## config.mk

```make
export PLATFORM = sky130hd
export DESIGN_NAME = pin_ctrl_bank
export DESIGN_NICKNAME = d
export VERILOG_FILES = /design/src/rtl/pin_ctrl_bank.sv
export SDC_FILE = /design/constraint.sdc
export NUM_CORES = 1
export LEC_CHECK = 0
export ABC_AREA = 1
export BUFFER_PORTS_ARGS = -buffer_cell sky130_fd_sc_hd__buf_2
export CAP_MARGIN = 20
export CORE_AREA = 3 3 275 277
export DETAILED_ROUTE_END_ITERATION = 12
export DIE_AREA = 0 0 278 280
export SLEW_MARGIN = 10
export SYNTH_ARGS = -nofsm -noshare
export SYNTH_HDL_FRONTEND = slang
export SYNTH_SLANG_ARGS = --single-unit
```

## constraint.sdc

```tcl
create_clock -name clk -period 2.7 [get_ports clk]
set_input_delay 0.54 -clock clk [delete_from_list [all_inputs] [get_ports clk]]
set_output_delay 0.54 -clock clk [all_outputs]
set_load 0.01 [all_outputs]
```

## src/rtl/pin_ctrl_bank.sv

```systemverilog
module pin_ctrl_bank #(
  parameter int NPIN = 32,
  parameter int AW   = 8
) (
  input  logic            clk,
  input  logic            rst_n,
  input  logic            bus_wr_en,
  input  logic [AW-1:0]   bus_addr,
  input  logic [3:0]      bus_wr_strb,
  input  logic [31:0]     bus_wdata,
  output logic [31:0]     bus_rdata,
  input  logic [NPIN-1:0] det_strobe,
  output logic            irq
);
  localparam int IW    = AW - 2;
  localparam int HALF  = NPIN / 2;
  localparam int LOCKB = 15;
  localparam logic [IW-1:0] BC_LO = IW'(8'h80 >> 2);
  localparam logic [IW-1:0] BC_HI = IW'(8'h84 >> 2);
  localparam logic [IW-1:0] STAT  = IW'(8'hA0 >> 2);

  logic [15:0]     ctrl_q [NPIN];
  logic [3:0]      mode_q [NPIN];
  logic [NPIN-1:0] flag_q, clr_vec, en_vec;

  wire [IW-1:0] idx     = bus_addr[AW-1:2];
  wire          pin_hit = (32'(idx) < NPIN);
  wire          full_wr = bus_wr_en && (bus_wr_strb == 4'hF);
  wire          bc_lo   = full_wr && (idx == BC_LO);
  wire          bc_hi   = full_wr && (idx == BC_HI);
  wire          st_wr   = bus_wr_en && (idx == STAT);

  for (genvar g = 0; g < NPIN; g++) begin : g_pin
    wire grp  = (g < HALF) ? bc_lo : bc_hi;
    wire bsel = grp && bus_wdata[16 + (g % HALF)];
    wire psel = bus_wr_en && pin_hit && (32'(idx) == g);

    always_ff @(posedge clk or negedge rst_n) begin
      if (!rst_n) begin
        ctrl_q[g] <= '0;
        mode_q[g] <= '0;
      end else begin
        if (!ctrl_q[g][LOCKB]) begin
          if (bsel) ctrl_q[g] <= bus_wdata[15:0];
          else if (psel) begin
            if (bus_wr_strb[0]) ctrl_q[g][7:0]  <= bus_wdata[7:0];
            if (bus_wr_strb[1]) ctrl_q[g][15:8] <= bus_wdata[15:8];
          end
        end
        if (psel && bus_wr_strb[2]) mode_q[g] <= bus_wdata[19:16];
      end
    end

    assign clr_vec[g] = (st_wr && bus_wr_strb[g / 8] && bus_wdata[g])
                      || (psel && bus_wr_strb[3] && bus_wdata[24]);
    assign en_vec[g]  = |mode_q[g];

    a_r3_lock_holds: assert property (@(posedge clk) disable iff (!rst_n)
      ctrl_q[g][LOCKB] |=> $stable(ctrl_q[g]));
    a_r7_partial_bcast_inert: assert property (@(posedge clk) disable iff (!rst_n)
      (bus_wr_en && (idx == BC_LO || idx == BC_HI) && bus_wr_strb != 4'hF)
      |=> $stable(ctrl_q[g]));
    a_r8_flag_needs_strobe: assert property (@(posedge clk) disable iff (!rst_n)
      $rose(flag_q[g]) |-> $past(det_strobe[g]));
    a_r10_set_wins: assert property (@(posedge clk) disable iff (!rst_n)
      det_strobe[g] |=> flag_q[g]);
  end

  always_ff @(posedge clk or negedge rst_n) begin
    if (!rst_n) begin
      flag_q <= '0;
      irq    <= 1'b0;
    end else begin
      flag_q <= (flag_q & ~clr_vec) | det_strobe;
      irq    <= |(flag_q & en_vec);
    end
  end

  a_r11_irq_follows: assert property (@(posedge clk) disable iff (!rst_n)
    (|(flag_q & en_vec)) |=> irq);

  always_comb begin
    bus_rdata = '0;
    if (pin_hit)
      bus_rdata = {7'b0, flag_q[32'(idx)], 4'b0, mode_q[32'(idx)], ctrl_q[32'(idx)]};
    else if (idx == STAT)
      bus_rdata = 32'(flag_q);
  end
endmodule

```

==> qor_table.md <==
| Result | Value |
| --- | --- |
| Setup Viol. Count Final | 1 |
| Synthesis-stage register bit count | 673 |
| Routed via count | 33690 |
| Synth Net Count | 4957 |
| Min Tclk post-route | 2.738 ns |
| Global-route wire length before repair | 191.0 mm |
| CORE AREA | 73080 um2 |
| Sequential share of the synthesized area | 0.4890 |
| Path type of the worst min-delay path | in2reg |
| CTS H-tree depth | 3 |
| Crit-path max cell delay | 0.23 ns |
| Largest net degree at the start of global routing | 103 |
| TritonCTS sink count | 673 |
| Later-pin clock latency in the skew report | 0.62 ns |
| Count of flip-flops with a built-in enable after synthesis | 0 |
| YS warnings | 0 |
| Post-Synthesis Cells | 4878 |
| Die height | 280 um |
| Critical-path top delay cell | sky130_fd_sc_hd__buf_4 |
| Share of layout cells above drive strength 1 | 0.1236 |
| Tcrit/Tclk final | 1.014 |
| IO Pins | 112 |
| Top cell types by occurrence after synthesis | sky130_fd_sc_hd__nand2_1, sky130_fd_sc_hd__dfrtp_1, sky130_fd_sc_hd__nand3_1 |
| Average size of a mapped cell | 7.060 um2 |
| Arrival time at the worst endpoint | 2.20 ns |
| Final design utilization | 0.5647 |
| CTS Root Cell | sky130_fd_sc_hd__clkbuf_16 |
| Power Total | 23.33 mW |
| Slew @ Worst Pin | 0.8516 ns |
| Detailed Routing Iterations Pass 1 | 6 |
| Flip-flop cell with the highest count after synthesis | sky130_fd_sc_hd__dfrtp_1 |
| Max_cap viols | 0 |
| Max-slew headroom at the worst pin | 0.4323 |
| Chip Width | 278 um |
| Placed wire-length estimate after detailed placement | 86.72 mm |
| Layout net count | 5206 |
| Met1 wire length | 54.86 mm |
| Area of the die | 77840 um2 |
| Std-Cell Rows | 99 |
| Worst-path clk slew | 0.06 ns |
| Cell with the most instances after synthesis | sky130_fd_sc_hd__nand2_1 |
| Uppermost metal layer occupied by signal nets | met4 |
| Sequence of cells on the critical path | buf_16 > inv_8 > buf_12 > buf_4 > buf_12 > nand2_1 > nand2_1 > nand2_1 > nand2_1 > nand2_1 > nand2_1 > o21ai_1 > nand3_1 > buf_2 |
| Total detailed-routing wirelength | 125.3 mm |
| Vias in the first global route | 31540 |
| Worst setup slack before clock tree synthesis | -0.1110 ns |
| Unrepaired setup endpoints after global routing | true |
| Met3 Routed Length | 9.083 mm |
| Maximum vdd drop | 0.4578 mV |
| Total track usage | 0.3180 |
| Hold violation count in the final report | 0 |
| Detailed Route Iter0 Violations | 3513 |
| P per Cell Area | 565.3 nW/um2 |
| Initial Util | 0.4712 |
| Number of filler instances in the final layout | 6995 |
| Maximum fanout encountered on the critical timing path | 14 |
| Routability Congestion | 0.9651 |
| Category of the worst setup path capture point | output pin |
| Area growth from synthesis to layout | 19.85% |
| Crit path launch type | input pin |
| Amount of wire on met2 after detailed routing | 55.93 mm |
| Final worst setup slack | -0.03828 ns |
| Cell depth of the worst flop-to-flop path | 4 |
| Worst clock skew | 0.01410 ns |
| Via/cell ratio | 5.486 |
| Summed instance area of the synthesized netlist | 34440 um2 |
| Violations in the final reports | negative setup slack |
| Highest clock rate | 365.2 MHz |
| Top cell type's share of synthesized area | 0.4890 |
| Port Buf Inserts | 109 |
| Global route total overflow | 0 |
| TritonCTS clock tree | done |
| Routed len/inst | 20.41 um |
| Hold path depth | 2 |
| Cell with the most instances on the worst path | sky130_fd_sc_hd__nand2_1 |
| Number of design rule violations left after detail routing | 0 |
| WP data required | 2.16 ns |
| Number of max-slew violations in the final report | 0 |
| Biggest area contributors in the synthesized netlist | sky130_fd_sc_hd__dfrtp_1, sky130_fd_sc_hd__nand2_1, sky130_fd_sc_hd__nand3_1 |
| Antenna violations before repair | 1 |
| Number of unique standard cell types used by synthesis | 28 |
| Leak pwr | 22.27 nW |
| Cell type contributing the most total cell area after synthesis | sky130_fd_sc_hd__dfrtp_1 |
| Ys async rst share | 1.000 |
| Number of routed nets with antenna violations | 0 |
| CTS max path bufs | 3 |
| Path type of the worst setup path | in2out |
| Number of buffers inserted during clock tree synthesis | 76 |
| Outcome | finished with violations |
## per-layer routing
layer  GRT usage  vias to the layer above
met5           0                        -
met1      0.4510                    16030
met2      0.4933                     1320
met4      0.1362                        0
li1            -                    16070
met3     0.04152                      269
## power breakdown
group / switching [mW] / internal (mW)
combinational: 1.51 / 0.640
clock: 4.29 / 6.52
sequential: 0.129 / 10.2
## area by class of cell
type                       instances  area (um2)  share of cell area
sequential                       673       16840              0.4080
multi-input combinational       3822       16200              0.3924
timing repair buffer             443        4039             0.09786
clock buffer                     116        2306             0.05587
tap                              959        1200             0.02907
inverter                         111       435.4             0.01055
clock inverter                    15       254.0            0.006154
antenna                            1       2.502          0.00006063
## through the flow
| step | hold slack (ns) | setup TNS (ns) | cell area (um2) | instances |
|---|---|---|---|---|
| 2_1_floorplan | 0.2444 | 0 | 34440 | 4878 |
| 3_3_place_gp | 0.4528 | -0.4400 | 38370 | 5998 |
| 3_5_place_dp | 0.4582 | -0.3628 | 38370 | 5998 |
| 4_1_cts | 0.09737 | 0 | 41020 | 6133 |
| 5_1_grt | 0.1217 | -0.1603 | 41270 | 6140 |
| 6_report | 0.1269 | -0.03828 | 41270 | 6140 |
## what timing repair did
action                                  CTS  global route
pin swaps                                 1            13
resized for setup                        14            53
gates cloned                              1             4
buffers inserted                          2             2
endpoints found under the setup margin   13            31
endpoints found under the hold margin    40             0
hold buffers                              1             0
## final timing paths
kind	from	endpoint	slack (ns)
worst max register to register	ctrl_q[159]	ctrl_q[149]	1.05
max in group asynchronous	rst_n	ctrl_q[210]	1.35
worst min register to register	ctrl_q[504]	ctrl_q[504]	0.47
worst max-delay path	bus_addr[2]	bus_rdata[10]	-0.04
min in group asynchronous	rst_n	mode_q[78]	0.44
worst min-delay path	det_strobe[25]	flag_q[25]	0.13
## cell families (layout without fill, tap and decap cells)
kind of cell,after synthesis,after routing,share of synthesized area
other,0,1,0
AND/OR/NAND/NOR,3394,3394,0.3994
AO/OA/AOI/OAI,428,428,0.06816
buffers and inverters,383,685,0.04338
flip-flops,673,673,0.4890
## registers in the layout (all words and copies together) (netlist names)
| name | flops |
|---|---|
| ctrl_q | 512 |
| mode_q | 128 |
| flag_q | 32 |
| irq | 1 |
## layout by cell type, fill, tap and decap left out, drive strengths merged
cell type,instances
nand4,158
bufbuf,1
clkinv,35
o22ai,6
bufinv,7
a21o,1
and2,1
dfrtp,673
nor3,1
o21ai,390
nor2,140
buf,437
nand3,392
or2,1
inv,84
clkbuf,120
nand2,2701
a21oi,1
dlygate4sd3,1
diode,1
o21bai,30
## worst max-delay path, delay by kind of cell
kind	cells	cell delay (ns)
and+or+nand+nor	7	0.61
AOI/OAI and AO/OA	1	0.08
buffers and inverters	6	0.91
Note: power is estimated with default switching activity, not from simulation.
